==> src/rtl/cmp_route_pkg.sv <==
package cmp_route_pkg;
  localparam int NUM_CH    = 2;
  localparam int FIELD_W   = 4;
  localparam int REG_W     = NUM_CH * FIELD_W;
  localparam int ADDR_W    = 1;
  localparam int DSEL_OFS  = 0;
  localparam int RSRC_OFS  = 1;
  localparam int PSEL_OFS  = 2;
  localparam int IE_OFS    = 3;

  typedef struct packed {
    logic ie;
    logic psel;
    logic rsrc;
    logic dsel;
  } chan_cfg_t;

  function automatic chan_cfg_t cfg_of(input logic [REG_W-1:0] r, input int ch);
    chan_cfg_t c;
    c.dsel = r[ch*FIELD_W + DSEL_OFS];
    c.rsrc = r[ch*FIELD_W + RSRC_OFS];
    c.psel = r[ch*FIELD_W + PSEL_OFS];
    c.ie   = r[ch*FIELD_W + IE_OFS];
    return c;
  endfunction
endpackage

==> src/rtl/cmp_route_regs.sv <==
module cmp_route_regs
  import cmp_route_pkg::*;
(
  input  logic              clk,
  input  logic              rst_n,
  input  logic              bus_we,
  input  logic [ADDR_W-1:0] bus_addr,
  input  logic [REG_W-1:0]  bus_wdata,
  input  logic [NUM_CH-1:0] latch_q,
  output logic [REG_W-1:0]  ctrl_q,
  output logic [NUM_CH-1:0] sw_clr,
  output logic [REG_W-1:0]  bus_rdata
);
  localparam logic [ADDR_W-1:0] A_CTRL  = '0;
  localparam logic [ADDR_W-1:0] A_LATCH = ADDR_W'(1);

  logic wr_ctrl, wr_latch;
  assign wr_ctrl  = bus_we && (bus_addr == A_CTRL);
  assign wr_latch = bus_we && (bus_addr == A_LATCH);

  always_ff @(posedge clk) begin
    if (!rst_n)       ctrl_q <= '0;
    else if (wr_ctrl) ctrl_q <= bus_wdata;
  end

  for (genvar i = 0; i < NUM_CH; i++) begin : g_clr
    assign sw_clr[i] = wr_latch && !bus_wdata[i];
  end

  always_comb begin
    bus_rdata = '0;
    if (bus_addr == A_CTRL) bus_rdata = ctrl_q;
    else                    bus_rdata[NUM_CH-1:0] = latch_q;
  end

  assert_ctrl_write_R2: assert property (@(posedge clk) disable iff (!rst_n)
    wr_ctrl |=> (ctrl_q == $past(bus_wdata)));
  assert_ctrl_hold_R2: assert property (@(posedge clk) disable iff (!rst_n)
    (!wr_ctrl && $past(rst_n)) |=> $stable(ctrl_q));
endmodule

==> src/rtl/cmp_route_chan.sv <==
module cmp_route_chan
  import cmp_route_pkg::*;
(
  input  logic      clk,
  input  logic      rst_n,
  input  logic      lut,
  input  chan_cfg_t cfg,
  input  logic      sw_clr,
  input  logic      other_rise,
  input  logic      pin_en,
  output logic      lut_rise,
  output logic      latch_q,
  output logic      data_o,
  output logic      pin_o
);
  logic lut_prev;
  logic clr;

  always_ff @(posedge clk) begin
    if (!rst_n) lut_prev <= 1'b0;
    else        lut_prev <= lut;
  end
  assign lut_rise = lut && !lut_prev;

  assign clr = cfg.rsrc ? other_rise : sw_clr;

  always_ff @(posedge clk) begin
    if (!rst_n)   latch_q <= 1'b0;
    else if (lut) latch_q <= 1'b1;
    else if (clr) latch_q <= 1'b0;
  end

  assign data_o = cfg.dsel ? latch_q : lut;
  assign pin_o  = pin_en && (cfg.psel ? latch_q : lut);

  assert_set_wins_R6: assert property (@(posedge clk) disable iff (!rst_n)
    lut |=> latch_q);
  assert_cross_clear_R5: assert property (@(posedge clk) disable iff (!rst_n)
    (cfg.rsrc && other_rise && !lut) |=> !latch_q);
  assert_sw_ignored_R4: assert property (@(posedge clk) disable iff (!rst_n)
    (cfg.rsrc && !other_rise && latch_q) |=> latch_q);
endmodule

==> src/rtl/cmp_route_irq.sv <==
module cmp_route_irq
  import cmp_route_pkg::*;
(
  input  logic              clk,
  input  logic              rst_n,
  input  logic [NUM_CH-1:0] data_i,
  input  logic [NUM_CH-1:0] ie,
  input  logic              mask_en,
  output logic              irq_pulse
);
  logic [NUM_CH-1:0] data_prev;
  logic [NUM_CH-1:0] rise;

  always_ff @(posedge clk) begin
    if (!rst_n) data_prev <= '0;
    else        data_prev <= data_i;
  end
  assign rise = data_i & ~data_prev & ie;

  always_ff @(posedge clk) begin
    if (!rst_n) irq_pulse <= 1'b0;
    else        irq_pulse <= mask_en && (|rise);
  end

  assert_irq_masked_R9: assert property (@(posedge clk) disable iff (!rst_n)
    !mask_en |=> !irq_pulse);
  assert_irq_cause_R9: assert property (@(posedge clk) disable iff (!rst_n)
    (irq_pulse && $past(rst_n)) |-> ($past(mask_en) && ($past(data_i & ie) != '0)));
endmodule

==> src/rtl/cmp_route.sv <==
module cmp_route
  import cmp_route_pkg::*;
(
  input  logic              clk,
  input  logic              rst_n,
  input  logic [NUM_CH-1:0] lut_in,
  input  logic              bus_we,
  input  logic [ADDR_W-1:0] bus_addr,
  input  logic [REG_W-1:0]  bus_wdata,
  output logic [REG_W-1:0]  bus_rdata,
  input  logic              irq_mask_en,
  input  logic              pin_en,
  output logic [NUM_CH-1:0] pin_out,
  output logic [NUM_CH-1:0] data_out,
  output logic              irq_pulse
);
  logic [REG_W-1:0]  ctrl_q;
  logic [NUM_CH-1:0] sw_clr, latch_q, lut_rise, ie;

  cmp_route_regs u_regs (
    .clk(clk), .rst_n(rst_n), .bus_we(bus_we), .bus_addr(bus_addr),
    .bus_wdata(bus_wdata), .latch_q(latch_q), .ctrl_q(ctrl_q),
    .sw_clr(sw_clr), .bus_rdata(bus_rdata)
  );

  for (genvar i = 0; i < NUM_CH; i++) begin : g_ch
    localparam int OTHER = (i + 1) % NUM_CH;
    chan_cfg_t cfg;
    assign cfg   = cfg_of(ctrl_q, i);
    assign ie[i] = cfg.ie;
    cmp_route_chan u_chan (
      .clk(clk), .rst_n(rst_n), .lut(lut_in[i]), .cfg(cfg),
      .sw_clr(sw_clr[i]), .other_rise(lut_rise[OTHER]), .pin_en(pin_en),
      .lut_rise(lut_rise[i]), .latch_q(latch_q[i]),
      .data_o(data_out[i]), .pin_o(pin_out[i])
    );
  end

  cmp_route_irq u_irq (
    .clk(clk), .rst_n(rst_n), .data_i(data_out), .ie(ie),
    .mask_en(irq_mask_en), .irq_pulse(irq_pulse)
  );

  assert_pin_gate_R8: assert property (@(posedge clk) disable iff (!rst_n)
    !pin_en |-> (pin_out == '0));
endmodule

==> config.mk <==
export PLATFORM = sky130hd
export DESIGN_NAME = cmp_route
export DESIGN_NICKNAME = d
export VERILOG_FILES = /design/src/rtl/cmp_route_pkg.sv /design/src/rtl/cmp_route_regs.sv /design/src/rtl/cmp_route_chan.sv /design/src/rtl/cmp_route_irq.sv /design/src/rtl/cmp_route.sv
export SDC_FILE = /design/constraint.sdc
export NUM_CORES = 1
export LEC_CHECK = 0
export BUFFER_PORTS_ARGS = -buffer_cell sky130_fd_sc_hd__buf_2
export CAP_MARGIN = 20
export CORE_MARGIN = 2
export CORE_UTILIZATION = 25
export CTS_CLUSTER_DIAMETER = 50
export DETAILED_ROUTE_END_ITERATION = 10
export HOLD_SLACK_MARGIN = 0.15
export PLACE_DENSITY_LB_ADDON = 0.08
export SKIP_CTS_REPAIR_TIMING = 1
export SYNTH_ARGS = -nofsm -noshare
export SYNTH_HDL_FRONTEND = slang
export SYNTH_SLANG_ARGS = --single-unit
export TNS_END_PERCENT = 50
==> constraint.sdc <==
create_clock -name clk -period 1.05 [get_ports clk]
set_input_delay 0.105 -clock clk [delete_from_list [all_inputs] [get_ports clk]]
set_output_delay 0.105 -clock clk [all_outputs]
set_load 0.03 [all_outputs]
==> metrics.md, run 1 <==
| Metric | Value |
|---|---|
| Status | finished, violations left |
| Failing checks | setup timing |
| Max_cap viols | 0 |
| Register area | 315 um2 |
| Initial Utilization | 0.260 |
| Chip height | 57.4 um |
| Rel. slew slack | 0.841 |
| Min Tclk post-route | 1.25 ns |
| Die area | 3290 um2 |
| Global-route wire length before repair | 2530 um |
| H-tree Lvls | 1 |
| WL per Instance | 12.0 um |
| Clock tree from TritonCTS | done |
| Initial antenna violation count | 0 |
| Setup TNS | -0.855 ns |
| ANT cells | 0 |
| Mapped Nets | 86 |
| Hold WC Path Type | in -> reg |
| Vias/cell | 4.27 |
| Final Hold Fails | 0 |
| Gpl congestion | 0.684 |
| Clock Skew | 0.00622 ns |
| DP HPWL | 1190 um |
| Final antenna-violating net count | 0 |
| Post-Synth Simple-Gate Area | 0.223 |
| First-pass DRT Iterations | 3 |
| Fin cells | 142 |
| Worst endpoint required time | 0.94 ns |
| Final nets | 128 |
| Power Density | 1130 nW/um2 |
| Num Clock Sinks | 15 |
| Worst slew pin tran | 0.238 ns |
| Peak supply drop | 731 uV |
| Setup violations, final | 6 |
| Synthesized flop and latch total | 15 |
| Worst-path fanout max | 2 |
| Core region area | 2730 um2 |
| Placed Cells | 125 |
| Mapped cell area | 712 um2 |
| Avg Cell Area, Syn | 10.2 um2 |
| Vias | 606 |
| Distinct cells, synth | 19 |
| Vias in the first global route | 554 |
| Leading cell type in the layout, fill and taps excluded | buf_2 |
| Hold path cells | 3 |
| Fin util | 0.411 |
| WL final | 1700 um |
| Final Cycle Share | 1.19 |
| Synth Warn # | 0 |
| Area growth from synthesis to layout | 57.6% |
| Final-layout fill cell count | 285 |
| Clock transition at path regs | 0.09 ns |
| Grt ovf | 0 |
| Sequential element share of the synthesized area | 0.422 |
| Worst Setup Start Kind | flop |
| Pleak | 0.487 nW |
| Clk root buf | clkbuf_4 |
| Pre-CTS setup slack | -0.0228 ns |
| I/O pin cnt | 29 |
| Syn Inst Count | 70 |
| Layout cells sized above 1 | 0.514 |
| DRC viols | 0 |
| CTS Buffer Depth | 2 |
| Post-Synth Adder-Cell Area | 0 |
| Total chip power | 1.27 mW |
| DRT iter0 DRCs | 8 |
| Largest net degree at the start of global routing | 16 |
| Main combinational cell family by area after synthesis | simple AND/OR/NAND/NOR gates |
| RSZ-0062 raised after global routing | true |
| Worst r2r path cells | 4 |
| Multi-input logic area | 382 um2 |
| Placed inst area | 873 um2 |
| Worst setup EP type | primary output |
| Max Clock Freq | 797 MHz |
| TritonCTS buffer count | 3 |
| Worst-Skew Late Latency | 0.28 ns |
| Design Area, Final | 1120 um2 |
| Die X | 57.4 um |
| Xor/xnor share of the synthesized area | 0 |
| Mux share of post-synthesis cell area | 0.200 |
| Row count | 19 |
| Worst EP arrival | 1.15 ns |
| GRT Util Overall | 0.105 |
| Post-route setup slack | -0.205 ns |
| Synth Area in Compound Gates | 0.0650 |
| Slew Viols, Final | 0 |
| CP Class | reg -> out |
| Most frequent cells in the layout | buf_2, nor2b_1, dlygate4sd3_1 |
| Hold_ws | 0.180 ns |
| Port bufs | 28 |
==> Yosys cell counts (all sizes together) <==
library cell	n	area (um2)
mux2i	12	120
clkbuf	1	3.75
and2	2	12.5
nand2b	1	6.26
o32ai	1	8.76
dfxtp	15	300
and3	1	6.26
inv	3	11.3
nand2	3	13.8
and2b	1	7.51
a31o	2	17.5
nor2b	17	109
buf	6	48.8
mux2	2	22.5
nor2	1	3.75
o32a	2	20.0
==> worst paths after layout <==
path	startpoint	endpoint	slack (ns)
min reg2reg	u_regs.ctrl_q[7]$_SDFFE_PN0P_	u_regs.ctrl_q[7]$_SDFFE_PN0P_	0.53
max	u_regs.ctrl_q[0]$_SDFFE_PN0P_	bus_rdata[0]	-0.20
min	lut_in[0]	u_irq.data_prev[0]$_SDFF_PN0_	0.18
max reg2reg	u_regs.ctrl_q[4]$_SDFFE_PN0P_	u_irq.irq_pulse$_SDFF_PN0_	0
==> flip-flops by register name, indices dropped and copies added (netlist names) <==
| signal | flops |
|---|---|
| g_ch.u_chan.latch_q | 2 |
| g_ch.u_chan.lut_prev | 2 |
| u_irq.data_prev | 2 |
| u_irq.irq_pulse | 1 |
| u_regs.ctrl_q | 8 |
==> report_power, final <==
part | internal, mW | switching [mW]
clock | 0.141 | 0.188
combinational | 0.170 | 0.142
sequential | 0.605 | 0.0267
total | 0.916 | 0.357
==> layout make-up <==
type / count / area share
clock buffers: 3 / 0.0201
flip-flops and latches: 15 / 0.281
repair buffers: 44 / 0.310
inverters: 3 / 0.0100
clock inverters: 1 / 0.00446
multi-input cells: 45 / 0.340
well taps: 31 / 0.0346
==> per-layer routing <==
| metal | part of all wire | track usage | vias up |
|---|---|---|---|
| li1 | - | - | 310 |
| met1 | 0.49 | 0.141 | 277 |
| met2 | 0.45 | 0.146 | 17 |
| met3 | 0.048 | 0.0340 | 2 |
| met4 | 0.0088 | 0.0598 | 0 |
| met5 | 0 | 0 | - |
==> critical path: stages, from the launching register on <==
cell	delay, ns
dfxtp_2	0.34
buf_4	0.13
mux2_2	0.26
buf_6	0.14
==> cell families (layout without fill, tap and decap cells) <==
| kind of cell | Yosys count | after routing |
|---|---|---|
| flip-flops | 15 | 15 |
| AO/OA/AOI/OAI | 5 | 5 |
| buffers and inverters | 10 | 51 |
| multiplexers | 14 | 14 |
| AND/OR/NAND/NOR | 26 | 26 |
Note: power is estimated with default switching activity, not from simulation.
==> run 2, diff against run 1 <==
--- a/config.mk
+++ b/config.mk
@@ -6,12 +6,13 @@
 export NUM_CORES = 1
 export LEC_CHECK = 0
 export BUFFER_PORTS_ARGS = -buffer_cell sky130_fd_sc_hd__buf_2
-export CAP_MARGIN = 20
+export CAP_MARGIN = 0
 export CORE_MARGIN = 2
 export CORE_UTILIZATION = 25
 export CTS_CLUSTER_DIAMETER = 50
 export DETAILED_ROUTE_END_ITERATION = 10
-export HOLD_SLACK_MARGIN = 0.15
+export HOLD_SLACK_MARGIN = 0.02
+export MAX_ROUTING_LAYER = met4
 export PLACE_DENSITY_LB_ADDON = 0.08
 export SKIP_CTS_REPAIR_TIMING = 1
 export SYNTH_ARGS = -nofsm -noshare
==> run 2 against run 1 <==
Net effect:
- the run still ends with setup timing left
- power fell by 2.5%
- non-clock buffer count shrank 11
- final cell count fell by 7.7%
- sequential power hardly changed
- via count down 5.8%
- cell area shrank 9.8%
- sequential share of layout area increased by 3.1 points
- routed wire length down 4.4%
- global-route usage is 0.32 points higher
- first-iteration DRC count is 63% higher
- hold slack worse by 0.11 ns
- largest cell class unchanged
- largest power group unchanged
- highest routed layer unchanged
==> metrics.md, run 2 (synthesized netlist as in run 1, its figures left out) <==
| Metric | Value |
|---|---|
| Register area | 315 um2 (unchanged) |
| Clock tree from TritonCTS | done |
| Max Clock Freq | 797 MHz (about the same) |
| Flop pwr share | 0.509 (+0.012) |
| H-tree Lvls | 1 (unchanged) |
| CP Class | reg -> out |
| Peak supply drop | 528 uV (-28%) |
| Top layer in use | met4 |
| Worst EP arrival | 1.15 ns (about the same) |
| Internal Power | 0.889 mW (-2.9%) |
| Vias | 571 (-5.8%) |
| Chip height | 57.4 um (unchanged) |
| Most frequent cells in the layout | buf_2, nor2b_1, mux2i_1 |
| DRT iter0 DRCs | 13 (+5) |
| Worst slew pin tran | 0.204 ns (-0.0338 ns) |
| Final Hold Fails | 0 (unchanged) |
| Layout cells sized above 1 | 0.570 (+0.0565) |
| Final Cycle Share | 1.20 (about the same) |
| Worst setup EP type | primary output |
| Largest Register | u_regs.ctrl_q |
| WL per Instance | 12.4 um (+3.6%) |
| Routed wl met2 | 726 um (-4.8%) |
| Clock Skew | 0.00573 ns (-0.000499 ns) |
| Failing checks | setup timing |
| Final nets | 117 (-8.6%) |
| DRC viols | 0 (unchanged) |
| Leading cell type in the layout, fill and taps excluded | buf_2 |
| Clk pwr share | 0.265 (+0.006) |
| Psw | 0.352 mW (-1.4%) |
| Max_cap viols | 0 (unchanged) |
| GRT Util Overall | 0.108 (+0.00318) |
| Final antenna-violating net count | 0 (unchanged) |
| ANT cells | 0 (unchanged) |
| Slew Viols, Final | 0 (unchanged) |
| Pleak | 0.442 nW (-9.4%) |
| Clk root buf | clkbuf_4 |
| Die X | 57.4 um (unchanged) |
| TritonCTS buffer count | 3 (unchanged) |
| Vias/cell | 4.36 (+2.1%) |
| Clock transition at path regs | 0.09 ns (about the same) |
| Vias in the first global route | 554 (unchanged) |
| Gpl congestion | 0.691 (+1.0%) |
| Total chip power | 1.24 mW (-2.5%) |
| Worst-Skew Late Latency | 0.28 ns (about the same) |
| Power Density | 1230 nW/um2 (+8.1%) |
| Final-layout fill cell count | 291 (+2.1%) |
| First-pass DRT Iterations | 4 (+1) |
| Hold WC Path Type | in -> reg |
| Setup violations, final | 6 (unchanged) |
| Die area | 3290 um2 (unchanged) |
| Post-route setup slack | -0.205 ns (-0.0000420 ns) |
| Grt ovf | 0 (unchanged) |
| CTS Buffer Depth | 2 (unchanged) |
| Min Tclk post-route | 1.25 ns (+0.0000420 ns) |
| Initial antenna violation count | 0 (unchanged) |
| Placed inst area | 873 um2 (unchanged) |
| Design Area, Final | 1010 um2 (-9.8%) |
| Sw Ratio | 0.283 (+0.00308) |
| Rel. slew slack | 0.861 (+0.0198) |
| Initial Utilization | 0.260 (unchanged) |
| Num Clock Sinks | 15 (unchanged) |
| Core region area | 2730 um2 (unchanged) |
| Met3 WL post-DR | 97 um (+20%) |
| Worst-path fanout max | 2 (unchanged) |
| Port bufs | 28 (unchanged) |
| DP HPWL | 1190 um (unchanged) |
| Row count | 19 (unchanged) |
| I/O pin cnt | 29 (unchanged) |
| RSZ-0062 raised after global routing | true |
| Worst endpoint required time | 0.94 ns (about the same) |
| Max FFs per register | 8 (unchanged) |
| WL final | 1630 um (-4.4%) |
| Comb pwr share | 0.226 (-0.019) |
| Global-route wire length before repair | 2530 um (unchanged) |
| Multi-input logic area | 382 um2 (unchanged) |
| Status | finished, violations left |
| Area growth from synthesis to layout | 42.2% |
| Largest net degree at the start of global routing | 16 (unchanged) |
| Metal1 wirelength | 789 um (-6.4%) |
| Worst Setup Start Kind | flop |
run 2: per-layer routing:
metal	vias to the layer above	global-route usage
met2	21	0.146
met5	-	-
li1	290	-
met3	2	0.0340
met1	258	0.141
met4	0	0.0598
run 2: final timing paths:
| kind | end | depth (start not counted) | start | slack, ns |
|---|---|---|---|---|
| hold reg to reg | u_regs.ctrl_q[7]$_SDFFE_PN0P_ | 2 | u_regs.ctrl_q[7]$_SDFFE_PN0P_ | 0.53 |
| setup reg to reg | u_irq.irq_pulse$_SDFF_PN0_ | 4 | u_regs.ctrl_q[4]$_SDFFE_PN0P_ | 0 |
| hold / removal | u_irq.irq_pulse$_SDFF_PN0_ | 2 | irq_mask_en | 0.07 |
| setup / recovery | bus_rdata[0] | 3 | u_regs.ctrl_q[0]$_SDFFE_PN0P_ | -0.20 |
run 2: final cells by class:
class,count,area share
timing repair buffer,33,0.235
tap,31,0.0383
clock inverter,1,0.00494
inverter,3,0.0111
sequential,15,0.311
clock buffer,3,0.0222
multi-input combinational,45,0.377
run 2: worst max-delay path, stage by stage, from the launching register on:
cell and delay, ns:
dfxtp_2 0.34, buf_4 0.13, mux2_2 0.26, buf_6 0.14
run 2: through the flow:
step | setup TNS, ns | hold WS (ns) | util | instances | setup slack (ns)
detailed placement | -0.0228 | 0.345 | 0.319 | 125 | -0.0228
finish | -0.838 | 0.0689 | 0.370 | 131 | -0.205
global placement | 0 | 0.342 | 0.319 | 125 | 0.0365
global route | -1.54 | 0.0569 | 0.370 | 131 | -0.258
CTS | -1.75 | 0.0398 | 0.330 | 129 | -0.293
floorplan | 0 | 0.247 | - | 70 | 0.0730
run 2: power by group through the flow:
| stage | clock (mW) | sequential (mW) | combinational [mW] |
|---|---|---|---|
| global route | 0.387 | 0.637 | 0.302 |
| floorplan | 0 | 0.631 | 0.170 |
| CTS | 0.356 | 0.625 | 0.239 |
| finish | 0.329 | 0.632 | 0.280 |
| global placement | 0 | 0.638 | 0.238 |
| detailed placement | 0 | 0.638 | 0.239 |
